$ cat src/rtl/rst_hub_pkg.sv
// Shared constants for the reset controller: source count, the bit
// position of each source in the cause register, and the vector-fetch states.
package rst_hub_pkg;
    localparam int NSRC    = 6;
    localparam int SRC_PIN = 0;
    localparam int SRC_WDT = 1;
    localparam int SRC_POC = 2;
    localparam int SRC_LVD = 3;
    localparam int SRC_ILL = 4;
    localparam int SRC_CHK = 5;

    typedef enum logic [1:0] {
        VEC_IDLE = 2'd0,
        VEC_LO   = 2'd1,
        VEC_HI   = 2'd2
    } vec_state_e;
endpackage

$ cat src/rtl/rst_sync.sv
// Multi-stage synchronizer for a bundle of asynchronous levels.
// Assumes each bit is independent (no bus coherency is needed). On rst_n,
// every stage takes the per-bit INIT value so that idle levels read inactive.
module rst_sync #(
    parameter int W = 1,
    parameter int STAGES = 2,
    parameter logic [W-1:0] INIT = '0
) (
    input  logic         clk,
    input  logic         rst_n,
    input  logic [W-1:0] d,
    output logic [W-1:0] q
);
    logic [W-1:0] stg [STAGES];

    // Shift the sampled inputs through the synchronizer chain.
    always_ff @(posedge clk) begin
        if (!rst_n) begin
            for (int i = 0; i < STAGES; i++) stg[i] <= INIT;
        end else begin
            stg[0] <= d;
            for (int i = 1; i < STAGES; i++) stg[i] <= stg[i-1];
        end
    end

    assign q = stg[STAGES-1];
endmodule

$ cat src/rtl/rst_pin_filter.sv
// Low-width qualifier for the synchronized external reset pin.
// Raises req once the pin has read low for MIN_CYC consecutive samples.
// Holds req while the pin stays low, and drops it on the first high sample.
module rst_pin_filter #(
    parameter int MIN_CYC = 400
) (
    input  logic clk,
    input  logic rst_n,
    input  logic pin_n_s,
    output logic req
);
    localparam int CW = (MIN_CYC > 1) ? $clog2(MIN_CYC) : 1;

    logic [CW-1:0] cnt;

    // Count low samples; qualify at the threshold; any high sample resets.
    always_ff @(posedge clk) begin
        if (!rst_n) begin
            cnt <= '0;
            req <= 1'b0;
        end else if (pin_n_s) begin
            cnt <= '0;
            req <= 1'b0;
        end else if (cnt == CW'(MIN_CYC - 1)) begin
            req <= 1'b1;
        end else begin
            cnt <= cnt + CW'(1);
        end
    end
endmodule

$ cat src/rtl/rst_seq.sv
// Reset sequencer. Asserts sys_rst on the edge after any request.
// Releases only after STAB_CYC request-free cycles, then steps the
// restart-vector fetch through word 0 and word 1.
// Assumes STAB_CYC >= 1.
module rst_seq import rst_hub_pkg::*; #(
    parameter int STAB_CYC = 64,
    parameter int AW = 16
) (
    input  logic          clk,
    input  logic          rst_n,
    input  logic          any_req,
    output logic          sys_rst,
    output logic          vec_rd,
    output logic [AW-1:0] vec_addr
);
    localparam int SW = (STAB_CYC > 1) ? $clog2(STAB_CYC) : 1;

    logic [SW-1:0] stab_cnt;
    vec_state_e    vst;

    // Assert on request, count quiet cycles, release, then run the vector fetch.
    always_ff @(posedge clk) begin
        if (!rst_n) begin
            sys_rst  <= 1'b1;
            stab_cnt <= '0;
            vst      <= VEC_IDLE;
        end else if (any_req) begin
            sys_rst  <= 1'b1;
            stab_cnt <= '0;
            vst      <= VEC_IDLE;
        end else if (sys_rst) begin
            if (stab_cnt == SW'(STAB_CYC - 1)) begin
                sys_rst  <= 1'b0;
                stab_cnt <= '0;
                vst      <= VEC_LO;
            end else begin
                stab_cnt <= stab_cnt + SW'(1);
            end
        end else begin
            case (vst)
                VEC_LO:  vst <= VEC_HI;
                default: vst <= VEC_IDLE;
            endcase
        end
    end

    assign vec_rd   = (vst != VEC_IDLE);
    assign vec_addr = (vst == VEC_HI) ? AW'(1) : '0;
endmodule

$ cat src/rtl/rst_cause.sv
// Sticky reset-cause register with one bit per source.
// A power-on-clear wipes every other bit. Otherwise, a software clear
// strobe removes masked bits, and sources setting a bit win over the clear.
module rst_cause import rst_hub_pkg::*; (
    input  logic            clk,
    input  logic            rst_n,
    input  logic [NSRC-1:0] set_vec,
    input  logic            poc_now,
    input  logic            clr_we,
    input  logic [NSRC-1:0] clr_mask,
    output logic [NSRC-1:0] cause
);
    localparam logic [NSRC-1:0] POC_ONLY = NSRC'(1) << SRC_POC;

    // Update cause bits: power-on-clear first, then clear-with-set, then set.
    always_ff @(posedge clk) begin
        if (!rst_n) begin
            cause <= '0;
        end else if (poc_now) begin
            cause <= POC_ONLY;
        end else if (clr_we) begin
            cause <= (cause & ~clr_mask) | set_vec;
        end else begin
            cause <= cause | set_vec;
        end
    end
endmodule

$ cat src/rtl/rst_hub.sv
// Multi-source system reset controller (top).
// Synchronizes the asynchronous levels and qualifies the pin width.
// Registers the synchronous strobes and holds the supply-monitor resets
// until supply_ok. Merges everything into one registered reset with a
// quiet-time release, and drives the clock, pad and cause outputs.
// Assumes wdt_ovf, opc_valid/opc, dbg_mode, chk_err and the clear strobe
// are synchronous to clk.
module rst_hub import rst_hub_pkg::*; #(
    parameter int PIN_MIN_CYC = 400,
    parameter int STAB_CYC = 64,
    parameter int NPORT = 16,
    parameter int KEEP_LOW_IDX = 0,
    parameter int NOSC = 4,
    parameter int AW = 16,
    parameter int OPC_W = 8,
    parameter logic [OPC_W-1:0] ILL_OPC = '1
) (
    input  logic             clk,
    input  logic             rst_n,
    input  logic             ext_rst_n,
    input  logic             wdt_ovf,
    input  logic             poc_low,
    input  logic             lvd_low,
    input  logic             supply_ok,
    input  logic             opc_valid,
    input  logic [OPC_W-1:0] opc,
    input  logic             dbg_mode,
    input  logic             chk_err,
    input  logic             cause_clr_we,
    input  logic [NSRC-1:0]  cause_clr_mask,
    output logic             sys_rst,
    output logic [NOSC-1:0]  osc_en,
    output logic             ext_clk_ok,
    output logic [NPORT-1:0] pad_hiz,
    output logic [NPORT-1:0] pad_drive_low,
    output logic [NSRC-1:0]  cause,
    output logic             vec_rd,
    output logic [AW-1:0]    vec_addr
);
    localparam int NASYNC = 4;

    logic [NASYNC-1:0] async_raw;
    logic [NASYNC-1:0] async_s;
    logic              ext_s, poc_s, lvd_s, sup_ok_s;
    logic              pin_req;
    logic              wdt_q, ill_q, chk_q;
    logic              poc_hold, lvd_hold;
    logic [NSRC-1:0]   src_vec;
    logic              any_req;

    assign async_raw = {supply_ok, lvd_low, poc_low, ext_rst_n};

    rst_sync #(.W(NASYNC), .STAGES(2), .INIT(4'b0001)) u_sync (
        .clk   (clk),
        .rst_n (rst_n),
        .d     (async_raw),
        .q     (async_s)
    );

    assign ext_s    = async_s[0];
    assign poc_s    = async_s[1];
    assign lvd_s    = async_s[2];
    assign sup_ok_s = async_s[3];

    rst_pin_filter #(.MIN_CYC(PIN_MIN_CYC)) u_pin (
        .clk     (clk),
        .rst_n   (rst_n),
        .pin_n_s (ext_s),
        .req     (pin_req)
    );

    // Register the synchronous strobes; qualify the illegal opcode.
    always_ff @(posedge clk) begin
        if (!rst_n) begin
            wdt_q <= 1'b0;
            ill_q <= 1'b0;
            chk_q <= 1'b0;
        end else begin
            wdt_q <= wdt_ovf;
            ill_q <= opc_valid && (opc == ILL_OPC) && !dbg_mode;
            chk_q <= chk_err;
        end
    end

    // Hold the supply-monitor resets until the supply is confirmed good.
    always_ff @(posedge clk) begin
        if (!rst_n) begin
            poc_hold <= 1'b0;
            lvd_hold <= 1'b0;
        end else begin
            if (poc_s)         poc_hold <= 1'b1;
            else if (sup_ok_s) poc_hold <= 1'b0;
            if (lvd_s)         lvd_hold <= 1'b1;
            else if (sup_ok_s) lvd_hold <= 1'b0;
        end
    end

    assign src_vec[SRC_PIN] = pin_req;
    assign src_vec[SRC_WDT] = wdt_q;
    assign src_vec[SRC_POC] = poc_s | poc_hold;
    assign src_vec[SRC_LVD] = lvd_s | lvd_hold;
    assign src_vec[SRC_ILL] = ill_q;
    assign src_vec[SRC_CHK] = chk_q;
    assign any_req = |src_vec;

    rst_seq #(.STAB_CYC(STAB_CYC), .AW(AW)) u_seq (
        .clk      (clk),
        .rst_n    (rst_n),
        .any_req  (any_req),
        .sys_rst  (sys_rst),
        .vec_rd   (vec_rd),
        .vec_addr (vec_addr)
    );

    rst_cause u_cause (
        .clk      (clk),
        .rst_n    (rst_n),
        .set_vec  (src_vec),
        .poc_now  (poc_s),
        .clr_we   (cause_clr_we),
        .clr_mask (cause_clr_mask),
        .cause    (cause)
    );

    assign osc_en     = {NOSC{~sys_rst}};
    assign ext_clk_ok = ~sys_rst;

    // Per-pad reset behaviour: one pad forced low, the rest floated.
    for (genvar g = 0; g < NPORT; g++) begin : g_pad
        if (g == KEEP_LOW_IDX) begin : g_keep
            assign pad_drive_low[g] = sys_rst;
            assign pad_hiz[g]       = 1'b0;
        end else begin : g_float
            assign pad_drive_low[g] = 1'b0;
            assign pad_hiz[g]       = sys_rst;
        end
    end
endmodule

$ cat config.mk
export PLATFORM = sky130hd
export DESIGN_NAME = rst_hub
export DESIGN_NICKNAME = d
export VERILOG_FILES = /design/src/rtl/rst_hub_pkg.sv /design/src/rtl/rst_sync.sv /design/src/rtl/rst_pin_filter.sv /design/src/rtl/rst_seq.sv /design/src/rtl/rst_cause.sv /design/src/rtl/rst_hub.sv
export SDC_FILE = /design/constraint.sdc
export NUM_CORES = 1
export LEC_CHECK = 0
export BUFFER_PORTS_ARGS = -buffer_cell sky130_fd_sc_hd__buf_4
export CAP_MARGIN = 30
export CORE_ASPECT_RATIO = 1.4
export CORE_MARGIN = 4
export CORE_UTILIZATION = 48
export CTS_BUF_LIST = sky130_fd_sc_hd__clkbuf_4
export DETAILED_ROUTE_END_ITERATION = 8
export PLACE_DENSITY_LB_ADDON = 0.08
export SLEW_MARGIN = 15
export SYNTH_ARGS = -nofsm -noshare
export SYNTH_HDL_FRONTEND = slang
export SYNTH_SLANG_ARGS = --single-unit
$ cat constraint.sdc
create_clock -name clk -period 2.65 [get_ports clk]
set_input_delay 0.53 -clock clk [delete_from_list [all_inputs] [get_ports clk]]
set_output_delay 0.53 -clock clk [all_outputs]
set_load 0.02 [all_outputs]
# == Yosys cells after proc, flatten, opt, wreduce, memory -nomap -nowiden ==
# Memory sizes are Yosys's and may differ from the RTL's.
# Index checks and enable logic that the tools add are counted.
# word_totals
ff_bits,30
ramBits,8
out_inout_bits,61
word_cells,56
memories,1
in_bits,25
# classes
n_bitwise,10
muxes,16
addsub,2
eq_ne,6
reduce_logical,9
# memory_table
memory,depth,word_bits,read_ports,rd_clocked_by_memory_dff,wr,line,rtl
u_sync.stg,2,4,2,0,2,rst_sync.sv:14,logic [W-1:0] stg [STAGES];
# ops
operator,n
2-to-1 mux 6 bit,2
OR 6 bit,2
adder 9 x 1 -> 9 bit (second input constant),1
equality test 9 bit (second input constant),1
equality test 8 bit (second input constant),1
2-to-1 mux 1 bit,8
2-to-1 mux 4 bit,2
OR reduction 7 bit,1
adder 6 x 1 -> 6 bit (second input constant),1
AND 6 bit,1
equality test 6 bit (second input constant),1
2-to-1 mux 2 bit,3
NOT 6 bit,1
nonzero test 2 bit,3
OR 1 bit,4
OR reduction 2 bit,2
2-to-1 mux 3 bit,1
equality test 2 x 1 -> 1 bit (second input constant),1
equality test 2 bit (second input constant),1
logical AND 1 bit,2
!= test 2 bit (second input constant),1
NOT 1 bit,2
logical NOT 1 bit,1

# == Depth between registers and ports, before layout ==
# Gate-level depths: netlist of the first run.
# depth
ltp_word,5
mapped_depth,4
depth_no_buf,4

# == Hierarchy ==
# Synthesis of the first run repeated with hierarchy kept, for this count alone.
# unflattened
cells_unflattened,222
area_unflattened_um2,1978.1
# modules_own_cells
mod,seq_area_each_um2,instances,area_per_inst_um2,cells_per_inst
rst_seq,180.2,1,530.5,63
rst_pin_filter,200.2,1,509.2,58
rst_hub,100.1,1,466.7,57
rst_sync,160.2,1,240.2,20
rst_cause,120.1,1,231.5,24

# == Least setup slack after synthesis of the first run ==
# Ideal clock, no wire load.
# synth_path
kind,register to output
from,register u_seq.sys_rst
to,output port osc_en[0]
stages_incl_launch_ff,4
n_path_buf,2
arrival_time_ns,1.352
required_time_ns,2.120
setup_slack_ns,0.768
cell_sequence,dfxtp_1 buf_2 inv_1 buf_4
# synth_between
elab_chain_len,1
# synth_rtl
item,line,rtl
start: declaration,rst_seq.sv:12,"output logic sys_rst,"
start signal: assignment,rst_seq.sv:24,sys_rst <= 1'b1;
start signal: assignment,rst_seq.sv:28,sys_rst <= 1'b1;
start signal: assignment,rst_seq.sv:33,sys_rst <= 1'b0;
NOT 1 bit,--,
end: declaration,rst_hub.sv:32,"output logic [NOSC-1:0] osc_en,"
# No other way between the ends.

# == Worst setup path in the final report of the first run ==
# layout_path
from,register u_seq.sys_rst
to,output port pad_hiz[12]
# layout_lines
item,line,rtl
end: declaration,rst_hub.sv:34,"output logic [NPORT-1:0] pad_hiz,"
# No word-level cell between the ends.

==> metrics.csv, run 1 <==
metric,value,unit
routability cong.,0.7234,
P&R area growth vs syn,12.35,%
total routing usage reported by global routing,0.1319,
vias per inst,4.911,
dominant cell type by area after synthesis,sky130_fd_sc_hd__dfxtp_1,
layout cells sized above 1,0.2771,
Wirelength per Cell,11.21,um
Final setup viols,0,
total number of clock tree sinks,38,
CTS Root Cell,sky130_fd_sc_hd__clkbuf_4,
synth unique cells,40,
Final TNS setup,0,ns
Starting Density,0.5081,
Cell Count Post-Placement,283,
die height,82.14,um
worst setup path start,u_seq.sys_rst,
Tmin final,1.880,ns
Achievable Freq,531.8,MHz
share of async-settable or async-resettable flops after synthesis,0,
Met3 Routed Length,362,um
1st-pass router iterations,4,
wire length of the first global-routing pass,5009,um
CTS max path bufs,2,
number of global-route vias before repair,1227,
reg2reg setup slack,1.15,ns
setup bufs post-CTS,0,
Critical Path End Type,output port,
run status,"finished, final reports clean",
critical hold path startpoint,ext_rst_n,
Startpoint Class,flip-flop,
post-layout net count,275,
routed length on met2,1578,um
total half-perimeter wirelength after legalization and detailed placement,2568,um
number of hold buffers added after cts,0,
total cell area at the placement stage,0.002058,mm2
Power Dens Cells,476.4,mW/mm2
Remaining DRCs,0,
clk_skew,0.01440,ns
core area,0.003709,mm2
"Remaining Overflow, GRT",0,
Yosys reg bits,38,
static leakage,0.9022,nW
number of H-tree levels,2,
largest voltage drop on the vdd net,0.4075,mV
"Req. time, crit path",2.12,ns
TritonCTS buffer count,5,
largest cells by area after synthesis,"sky130_fd_sc_hd__dfxtp_1, sky130_fd_sc_hd__buf_4, sky130_fd_sc_hd__a21oi_1, sky130_fd_sc_hd__nand2_1, sky130_fd_sc_hd__and2_1",
Port Buffer Count,54,
final std cells w/o fill,291,
WL met1,1267,um
primary flip-flop cell chosen by synthesis mapping,sky130_fd_sc_hd__dfxtp_1,
number of I/O pins,86,
post-detailed-route count of antenna-violating nets,0,
count of flip-flops with a built-in enable after synthesis,0,
Final Power,1.008,mW
number of max-slew violations in the final report,0,
Total Die Area,0.005007,mm2
Syn Inst Count,211,
post-synth top area share,0.4037,
number of filler instances in the final layout,363,
number of hold-slack violations in the final timing report,0,
"Clk Latency, worst-skew pair",0.35,ns
startpoint of the worst register-to-register path,u_pin.cnt[0],
share of synthesized area occupied by flip-flops and latches,0.4037,
Horiz. Die Dim,60.96,um
final cycle utilization of the critical path,0.7096,
count of routing violations after the opening detailed-route iteration,34,
TritonCTS clock tree,built,
post-CTS clock slew at the launch and capture registers of the worst setup and hold paths,0.12,ns
worst endpoint data arrival time,1.35,ns
antenna violations before repair,0,
number of max-cap violations,0,
maximum fanout along the worst path,17,
uppermost layer routed,met4,
RSZ-0062 raised after global routing,false,
Mapped Area,0.001884,mm2
post-cts resize count,0,
number of cell rows,26,
path category of the worst min-delay check,primary input to flip-flop,
finished layout cell area,0.002117,mm2
total number of yosys warnings,0,
synthesized area divided by synthesized cell count,8.930,um2
WL final,3262,um
routed via count,1429,
startpoint-to-endpoint class of the critical path,flip-flop to output port,
final antenna diode count,0,
maximum number of pins on one net before global-route repair,19,
worst paths after layout:
kind	cells after the start	end
worst max-delay path	2	pad_hiz[12]
worst min-delay path	2	u_sync.stg[0][0]
worst max register to register	4	u_pin.cnt[8]
worst min register to register	1	u_sync.stg[0][4]
power by group:
group | switching (mW) | leakage, nW | internal (mW)
registers | 0.00941 | 0.310 | 0.586
clock network | 0.200 | 0.0312 | 0.103
logic | 0.0675 | 0.561 | 0.0421
per-stage QoR:
stage / hold WS [ns] / setup slack [ns] / utilization
after floorplan: 0.3863 / 0.7675 / -
after global placement: 0.4052 / 1.149 / 0.5550
after detailed placement: 0.4002 / 1.155 / 0.5550
after CTS: 0.3468 / 0.7441 / 0.5709
after global routing: 0.3327 / 0.6760 / 0.5709
final: 0.3549 / 0.7697 / 0.5709
Yosys cell counts, types with 5 or more instances:
library cell              count
sky130_fd_sc_hd__and2_1       8
sky130_fd_sc_hd__dfxtp_1     38
sky130_fd_sc_hd__nor2_1       8
sky130_fd_sc_hd__nand3_1      7
sky130_fd_sc_hd__o21ai_0      6
sky130_fd_sc_hd__nor3_1       5
sky130_fd_sc_hd__nand2_1     15
sky130_fd_sc_hd__buf_4       52
sky130_fd_sc_hd__a21oi_1     12
sky130_fd_sc_hd__nor2b_1      5
area by class of cell:
cell class / count / area [um2] / area share
flip-flops and latches: 38 / 760.7 / 0.3593
clock inverters: 3 / 21.27 / 0.01005
multi-input cells: 145 / 820.8 / 0.3877
clock buffers: 5 / 37.54 / 0.01773
well taps: 42 / 52.55 / 0.02482
repair buffers: 55 / 412.9 / 0.1950
inverters: 3 / 11.26 / 0.005319
logic make-up (layout without fill, tap and decap cells):
logic type      count (synthesis)  in the layout  share of synthesized area
mux                             3              3                    0.01594
buf+inv                        58             66                     0.2204
compound gates                 35             35                     0.1155
fa+ha+maj                       2              2                    0.01328
other cells                     1             31                   0.001990
simple gates                   72             72                     0.2198
xor+xnor                        2              2                   0.009298
flops                          38             38                     0.4037
critical path: stages, from the launching register on:
cell and delay [ns]:
sky130_fd_sc_hd__dfxtp_1 0.56, sky130_fd_sc_hd__buf_4 0.27, sky130_fd_sc_hd__buf_4 0.17
registers in the layout, summed over array words and instances (netlist names):
register,flops
u_seq.sys_rst,1
u_sync.stg,8
u_pin.req,1
u_seq.vst,2
u_seq.stab_cnt,6
u_pin.cnt,9
poc_hold,1
chk_q,1
u_cause.cause,6
lvd_hold,1
ill_q,1
wdt_q,1
layout by cell type (no fill, tap or decap), drive strengths merged, types with 2 or more instances in the layout:
cell type / Yosys / layout
conb: 1 / 31
a21oi: 12 / 12
or4: 2 / 2
nor3: 5 / 5
or3: 5 / 5
inv: 3 / 3
a211oi: 3 / 3
buf: 53 / 55
nand4b: 2 / 2
nand2: 15 / 15
o31ai: 3 / 3
xor2: 2 / 2
mux2i: 3 / 3
nor2: 8 / 8
nand4: 2 / 2
nand3: 8 / 8
clkbuf: 2 / 5
o211ai: 2 / 2
o31a: 2 / 2
and2: 8 / 8
clkinv: 0 / 2
or2: 2 / 2
dfxtp: 38 / 38
o21a: 3 / 3
nor2b: 5 / 5
o21ai: 6 / 6
nand2b: 3 / 3
a31oi: 2 / 2
nor4: 2 / 2
ha: 2 / 2
routing by layer:
layer  global-route usage  vias up
li1                     -      719
met3              0.03110        7
met2               0.2206       63
met4              0.07809        0
met1               0.1490      640
met5                    0        -
No activity file was read; power rests on OpenSTA's default activity.
==> run 2, diff against run 1 <==
--- a/config.mk
+++ b/config.mk
@@ -5,6 +5,7 @@
 export SDC_FILE = /design/constraint.sdc
 export NUM_CORES = 1
 export LEC_CHECK = 0
+export ABC_AREA = 1
 export BUFFER_PORTS_ARGS = -buffer_cell sky130_fd_sc_hd__buf_4
 export CAP_MARGIN = 30
 export CORE_ASPECT_RATIO = 1.4
==> constraint.sdc (replaced) <==
create_clock -name clk -period 1.8 [get_ports clk]
set_input_delay 0.36 -clock clk [delete_from_list [all_inputs] [get_ports clk]]
set_output_delay 0.36 -clock clk [all_outputs]
set_load 0.02 [all_outputs]
==> metrics.csv, run 2 <==
metric,value,unit,change
area taken by flip-flops and latches,760.7,um2,unchanged
routed via count,1532,,was 1429
path category of the worst min-delay check,primary input to flip-flop,,unchanged
Syn Inst Count,265,,was 211
buffers plus inverters on the worst setup path,2,,unchanged
static leakage,1.112,nW,was 0.9022 nW
area of combinational cells with multiple inputs,767.0,um2,was 820.8 um2
wire length of the first global-routing pass,5395,um,was 5009 um
maximum fanout along the worst path,17,,unchanged
dominant cell type by area after synthesis,sky130_fd_sc_hd__dfxtp_1,,unchanged
core area,0.003919,mm2,was 0.003709 mm2
number of max-cap violations,0,,unchanged
number of H-tree levels,2,,unchanged
CTS Root Cell,sky130_fd_sc_hd__clkbuf_4,,unchanged
register with the most flip-flops,u_pin.cnt,,unchanged
number of max-slew violations in the final report,0,,unchanged
Final TNS setup,0,ns,unchanged
post-layout net count,332,,was 275
share of async-settable or async-resettable flops after synthesis,0,,unchanged
Starting Density,0.4955,,was 0.5081
Tmin final,1.425,ns,
destination of the worst register-to-register timing path,u_pin.cnt[4],,was u_pin.cnt[8]
destination of the critical timing path,pad_hiz[1],,was pad_hiz[12]
Commonest cells post-synth,"sky130_fd_sc_hd__nand2_1, sky130_fd_sc_hd__buf_4, sky130_fd_sc_hd__dfxtp_1, sky130_fd_sc_hd__inv_1, sky130_fd_sc_hd__nor2_1",,"was sky130_fd_sc_hd__buf_4, sky130_fd_sc_hd__dfxtp_1, sky130_fd_sc_hd__nand2_1, sky130_fd_sc_hd__a21oi_1"
TritonCTS clock tree,built,,unchanged
post-CTS clock slew at the launch and capture registers of the worst setup and hold paths,0.11,ns,was 0.12 ns
Critical Path End Type,output port,,unchanged
number of cells on the worst reg-to-reg path,6,,was 4
worst setup path start,u_seq.sys_rst,,unchanged
clk_skew,0.009172,ns,was 0.01440 ns
number of hold-slack violations in the final timing report,0,,unchanged
"Req. time, crit path",1.44,ns,was 2.12 ns
largest cells by area after synthesis,"sky130_fd_sc_hd__dfxtp_1, sky130_fd_sc_hd__buf_4, sky130_fd_sc_hd__nand2_1, sky130_fd_sc_hd__inv_1, sky130_fd_sc_hd__nor2_1",,"was sky130_fd_sc_hd__dfxtp_1, sky130_fd_sc_hd__buf_4, sky130_fd_sc_hd__a21oi_1, sky130_fd_sc_hd__nand2_1, sky130_fd_sc_hd__and2_1"
Total Die Area,0.005141,mm2,was 0.005007 mm2
antenna violations before repair,0,,unchanged
primary flip-flop cell chosen by synthesis mapping,sky130_fd_sc_hd__dfxtp_1,,unchanged
routability cong.,0.8007,,was 0.7234
instance count on the critical path,2,,unchanged
Remaining DRCs,0,,unchanged
post-cts resize count,0,,unchanged
Achievable Freq,701.6,MHz,
run status,"finished, final reports clean",,unchanged
final antenna diode count,0,,unchanged
final std cells w/o fill,349,,was 291
number of filler instances in the final layout,417,,was 363
TritonCTS buffer count,5,,unchanged
P&R area growth vs syn,14.11,%,was 12.35%
Yosys reg bits,38,,unchanged
Horiz. Die Dim,61.76,um,was 60.96 um
startpoint-to-endpoint class of the critical path,flip-flop to output port,,unchanged
RSZ-0062 raised after global routing,false,,unchanged
layout cells sized above 1,0.2353,,was 0.2771
number of global-route vias before repair,1402,,was 1227
registers with the most flip-flops,"u_pin.cnt (9), u_sync.stg (8)",,unchanged
"Clk Latency, worst-skew pair",0.34,ns,was 0.35 ns
vias per inst,4.390,,was 4.911
total number of clock tree sinks,38,,unchanged
Final Power,1.638,mW,was 1.008 mW
CTS max path bufs,2,,unchanged
worst endpoint data arrival time,1.07,ns,was 1.35 ns
number of I/O pins,86,,unchanged
total half-perimeter wirelength after legalization and detailed placement,2702,um,was 2568 um
Power Dens Cells,739.4,mW/mm2,was 476.4 mW/mm2
most common library cell in the layout ignoring fill and taps,sky130_fd_sc_hd__buf_4,,unchanged
cell with the biggest individual delay on the critical path,sky130_fd_sc_hd__dfxtp_1,,unchanged
total routing usage reported by global routing,0.1356,,was 0.1319
synthesized area divided by synthesized cell count,7.328,um2,was 8.930 um2
count of flip-flops with a built-in enable after synthesis,0,,unchanged
total number of yosys warnings,0,,unchanged
WL final,3350,um,was 3262 um
Mapped Area,0.001942,mm2,was 0.001884 mm2
Wirelength per Cell,9.599,um,was 11.21 um
setup bufs post-CTS,0,,unchanged
1st-pass router iterations,4,,unchanged
final cycle utilization of the critical path,0.7918,,
highest-count cells in the layout ignoring fill and taps,"sky130_fd_sc_hd__buf_4, sky130_fd_sc_hd__nand2_1, sky130_fd_sc_hd__dfxtp_1",,"was sky130_fd_sc_hd__buf_4, sky130_fd_sc_hd__dfxtp_1, sky130_fd_sc_hd__conb_1"
max FFs per register,9,,unchanged
library cell with the highest instance count after synthesis,sky130_fd_sc_hd__nand2_1,,was sky130_fd_sc_hd__buf_4
number of cell rows,27,,was 26
post-detailed-route count of antenna-violating nets,0,,unchanged
chain of cells forming the critical path,"buf_4, buf_4",,unchanged
count of routing violations after the opening detailed-route iteration,33,,was 34
"delay-heaviest family, CP",buffers and inverters,,was flip-flops
synth unique cells,22,,was 40
Final setup viols,0,,unchanged
largest voltage drop on the vdd net,0.6253,mV,was 0.4075 mV
Startpoint Class,flip-flop,,unchanged
Most Frequent Cell on Critical Path,sky130_fd_sc_hd__buf_4,,unchanged
Worst Hold Margin,0.1981,ns,was 0.3549 ns
"Remaining Overflow, GRT",0,,unchanged
share of synthesized area occupied by flip-flops and latches,0.3918,,was 0.4037
reg2reg setup slack,0.53,ns,was 1.15 ns
post-synth top area share,0.3918,,was 0.4037
Cell Count Post-Placement,341,,was 283
die height,83.26,um,was 82.14 um
number of hold buffers added after cts,0,,unchanged
maximum number of pins on one net before global-route repair,18,,was 19
Port Buffer Count,54,,unchanged
Crit path largest cell delay,0.36,ns,was 0.56 ns
startpoint of the worst register-to-register path,u_pin.cnt[0],,unchanged
## run 2: cell count changes after synthesis, moves of 4 or more
cell                      previous run  this run
sky130_fd_sc_hd__nor2_1              8        33
sky130_fd_sc_hd__nand3_1             7        12
sky130_fd_sc_hd__nand2_1            15        54
sky130_fd_sc_hd__o21ai_0             6         2
sky130_fd_sc_hd__and2_1              8         0
sky130_fd_sc_hd__nor3_1              5         1
sky130_fd_sc_hd__nor2b_1             5         0
sky130_fd_sc_hd__inv_1               3        34
sky130_fd_sc_hd__nand4_1             2         6
## run 2: final cells by class
cell class              count  share of cell area
clock inverters             2             0.01694
multi-input cells         169              0.3461
clock buffers               6             0.02033
well taps                  43             0.02428
repair buffers             56              0.1897
flip-flops and latches     38              0.3433
inverters                  35             0.05929
## run 2: through the flow
| step | util | worst slack, ns | instance area (um2) |
|---|---|---|---|
| global route | 0.5655 | 0.2853 | 2216 |
| CTS | 0.5655 | 0.3310 | 2216 |
| finish | 0.5655 | 0.3747 | 2216 |
| floorplan | - | 0.1421 | 2054 |
| global placement | 0.5444 | 0.5962 | 2133 |
| detailed placement | 0.5444 | 0.5507 | 2133 |
## run 2: worst reg2reg max path: stages (launching register included)
cell,delay [ns]
sky130_fd_sc_hd__dfxtp_1,0.42
sky130_fd_sc_hd__ha_1,0.23
sky130_fd_sc_hd__nand2_1,0.09
sky130_fd_sc_hd__nor2_2,0.13
sky130_fd_sc_hd__nand4_1,0.15
sky130_fd_sc_hd__nand2_1,0.10
sky130_fd_sc_hd__nor2_1,0.04
## run 2: how the worst min path moves through the flow
stage,from,to,slack (ns),cells after the start
global route,ext_rst_n,u_sync.stg[0][0],0.17,2
floorplan,u_sync.stg[0][1],u_sync.stg[0][5],0.39,2
CTS,poc_low,u_sync.stg[0][1],0.18,3
detailed placement,u_sync.stg[0][0],u_sync.stg[0][4],0.40,1
global placement,u_sync.stg[0][2],u_sync.stg[0][6],0.40,2
finish,lvd_low,u_sync.stg[0][2],0.20,3
## run 2: cell families (layout without fill, tap and decap cells)
| group | after synthesis | in the layout | synth area share |
|---|---|---|---|
| buffers and inverters | 88 | 99 | 0.2713 |
| adders and majority gates | 2 | 2 | 0.01288 |
| xor gates and xnor gates | 6 | 6 | 0.02707 |
| other | 1 | 31 | 0.001931 |
| DFF | 38 | 38 | 0.3918 |
| and+or+nand+nor | 114 | 114 | 0.2526 |
| AOI/OAI and AO/OA | 16 | 16 | 0.04253 |
## run 2: layer usage
layer | track usage | share of wire | routed length [um]
met1 | 0.1433 | 0.39 | 1305
met2 | 0.2240 | 0.49 | 1632
met3 | 0.05443 | 0.11 | 355
met4 | 0.06371 | 0.017 | 57
met5 | 0 | 0 | 0
## run 2: power breakdown
group          internal (mW)  switching, mW  total, mW  leakage (nW)
Combinational         0.0607          0.111      0.172         0.761
Clock                  0.308          0.283      0.592        0.0419
Sequential             0.863         0.0117      0.875         0.310
==> run 3, diff against run 2 <==
--- a/config.mk
+++ b/config.mk
@@ -5,12 +5,12 @@
 export SDC_FILE = /design/constraint.sdc
 export NUM_CORES = 1
 export LEC_CHECK = 0
-export ABC_AREA = 1
+export ABC_AREA = 0
 export BUFFER_PORTS_ARGS = -buffer_cell sky130_fd_sc_hd__buf_4
 export CAP_MARGIN = 30
 export CORE_ASPECT_RATIO = 1.4
 export CORE_MARGIN = 4
-export CORE_UTILIZATION = 48
+export CORE_UTILIZATION = 44
 export CTS_BUF_LIST = sky130_fd_sc_hd__clkbuf_4
 export DETAILED_ROUTE_END_ITERATION = 8
 export PLACE_DENSITY_LB_ADDON = 0.08
==> constraint.sdc (replaced) <==
create_clock -name clk -period 1.2 [get_ports clk]
set_input_delay 0.24 -clock clk [delete_from_list [all_inputs] [get_ports clk]]
set_output_delay 0.24 -clock clk [all_outputs]
set_load 0.02 [all_outputs]
==> metrics.csv, run 3 (synthesized netlist as in run 1, its figures left out) <==
metric,value,unit,change
critical hold path startpoint,ext_rst_n,,was lvd_low
number of hold-slack violations in the final timing report,0,,unchanged
Tmin final,1.300,ns,
reg2reg setup slack,-0.03,ns,was 0.53 ns
"Req. time, crit path",0.96,ns,was 1.44 ns
wire length of the first global-routing pass,5954,um,was 5395 um
startpoint-to-endpoint class of the critical path,flip-flop to output port,,unchanged
Critical Path End Type,output port,,unchanged
core area,0.004020,mm2,was 0.003919 mm2
Startpoint Class,flip-flop,,unchanged
number of H-tree levels,2,,unchanged
number of max-slew violations in the final report,0,,unchanged
path category of the worst min-delay check,primary input to flip-flop,,unchanged
final cycle utilization of the critical path,1.084,,
post-CTS clock slew at the launch and capture registers of the worst setup and hold paths,0.11,ns,about the same
static leakage,1.096,nW,was 1.112 nW
Worst Hold Margin,0.07210,ns,was 0.1981 ns
clk_skew,0.002613,ns,was 0.009172 ns
highest-count cells in the layout ignoring fill and taps,"sky130_fd_sc_hd__buf_4, sky130_fd_sc_hd__conb_1, sky130_fd_sc_hd__dfxtp_1",,"was sky130_fd_sc_hd__buf_4, sky130_fd_sc_hd__nand2_1, sky130_fd_sc_hd__dfxtp_1"
final std cells w/o fill,320,,was 349
max FFs per register,9,,unchanged
violations in the final reports,setup timing,,
number of cell rows,27,,unchanged
endpoint with the worst hold slack,u_sync.stg[0][0],,was u_sync.stg[0][2]
"Clk Latency, worst-skew pair",0.34,ns,about the same
CTS Root Cell,sky130_fd_sc_hd__clkbuf_4,,unchanged
TritonCTS buffer count,5,,unchanged
worst setup margin,-0.1003,ns,was 0.3747 ns
Cell Count Post-Placement,301,,was 341
Port Buffer Count,54,,unchanged
Remaining DRCs,0,,unchanged
Final setup viols,29,,was 0
WL final,4000,um,was 3350 um
total half-perimeter wirelength after legalization and detailed placement,2797,um,was 2702 um
RSZ-0062 raised after global routing,true,,was false
total routing usage reported by global routing,0.1351,,was 0.1356
vias per inst,4.884,,was 4.390
maximum fanout along the worst path,7,,was 17
antenna violations before repair,0,,unchanged
register with the most flip-flops,u_pin.cnt,,unchanged
routed via count,1563,,was 1532
Power Dens Cells,1012,mW/mm2,was 739.4 mW/mm2
total number of clock tree sinks,38,,unchanged
Total Die Area,0.005408,mm2,was 0.005141 mm2
count of routing violations after the opening detailed-route iteration,23,,was 33
routability cong.,0.7651,,was 0.8007
number of I/O pins,86,,unchanged
destination of the worst register-to-register timing path,u_pin.cnt[4],,unchanged
number of max-cap violations,0,,unchanged
Horiz. Die Dim,63.31,um,was 61.76 um
layout cells sized above 1,0.4910,,was 0.2353
die height,85.43,um,was 83.26 um
Wirelength per Cell,12.50,um,was 9.599 um
post-layout net count,303,,was 332
startpoint of the worst register-to-register path,u_pin.cnt[7],,was u_pin.cnt[0]
TritonCTS clock tree,built,,unchanged
number of global-route vias before repair,1403,,was 1402
"Remaining Overflow, GRT",0,,unchanged
1st-pass router iterations,4,,unchanged
maximum number of pins on one net before global-route repair,22,,was 18
P&R area growth vs syn,38.45,%,was 14.11%
Starting Density,0.4687,,was 0.4955
run status,finished with violations,,"was finished, final reports clean"
final antenna diode count,0,,unchanged
post-detailed-route count of antenna-violating nets,0,,unchanged
worst endpoint data arrival time,1.06,ns,was 1.07 ns
number of cells on the worst reg-to-reg path,4,,was 6
Achievable Freq,769.1,MHz,
CTS max path bufs,2,,unchanged
largest voltage drop on the vdd net,1.145,mV,was 0.6253 mV
most common library cell in the layout ignoring fill and taps,sky130_fd_sc_hd__buf_4,,unchanged
Min-Delay Path Depth,2,,was 3
registers with the most flip-flops,"u_pin.cnt (9), u_sync.stg (8)",,unchanged
run 3: cell types whose count changed in the layout (fill, tap and decap cells not counted), sizes merged, moves of 5 or more:
cell   change
nor2      -29
nand2     -40
buf       +27
nor2b      +5
or3        +5
inv       -33
and2       +8
run 3: worst max-delay path, stage by stage, from the launching register on:
cell                         delay, ns
sky130_fd_sc_hd__dfxtp_4          0.40
sky130_fd_sc_hd__clkinvlp_4       0.14
sky130_fd_sc_hd__buf_4            0.18
run 3: worst max path at each step:
stage | startpoint | to | cells after the start
3_5_place_dp | u_pin.cnt[1] | u_pin.cnt[8] | 4
4_1_cts | u_seq.sys_rst | osc_en[2] | 2
6_report | u_seq.sys_rst | osc_en[2] | 2
3_3_place_gp | u_pin.cnt[1] | u_pin.cnt[8] | 4
5_1_grt | u_seq.sys_rst | osc_en[2] | 2
2_1_floorplan | u_seq.sys_rst | osc_en[0] | 3
run 3: through the flow:
step | worst slack, ns | setup TNS [ns] | cell area (um2) | total power, mW | util
after floorplan | -0.02832 | -0.1357 | 2043 | 1.573 | -
after global placement | -0.01468 | -0.01468 | 2223 | 1.598 | 0.5531
after detailed placement | -0.04155 | -0.09861 | 2223 | 1.601 | 0.5531
after CTS | -0.1127 | -2.353 | 2441 | 2.662 | 0.6072
after global routing | -0.1522 | -3.988 | 2609 | 2.747 | 0.6489
final | -0.1003 | -2.074 | 2609 | 2.641 | 0.6489
run 3: area by class of cell:
| type | instances | area [um2] |
|---|---|---|
| Fill cell | 356 | 1411 |
| Sequential cell | 38 | 800.8 |
| Clock buffer | 5 | 37.54 |
| Clock inverter | 3 | 63.81 |
| Tap cell | 43 | 53.80 |
| Multi-Input combinational cell | 145 | 993.5 |
| Inverter | 3 | 15.01 |
| Timing Repair Buffer | 83 | 644.4 |
run 3: layer usage:
layer  global-route usage  part of all wire  vias up  routed length, um
li1                     -                 -      775                  -
met2               0.2469              0.54       55               2170
met5                    0                 0        -                  0
met3              0.03974             0.073        6                290
met4              0.04715             0.014        0                 54
met1               0.1469              0.37      727               1484
run 3: report_power, final:
group          internal [mW]  switching [mW]  total (mW)  leakage [nW]
Combinational          0.113           0.163       0.276         0.724
Clock                  0.642           0.424        1.07        0.0528
Sequential              1.28          0.0209        1.30         0.319
run 3: timing repair:
| action | CTS | global route |
|---|---|---|
| pin swaps | 9 | 11 |
| buffers inserted | 5 | 5 |
| gates cloned | 0 | 1 |
| hold buffers | 0 | 0 |
| resized for setup | 24 | 29 |
| endpoints found under the setup margin | 33 | 36 |
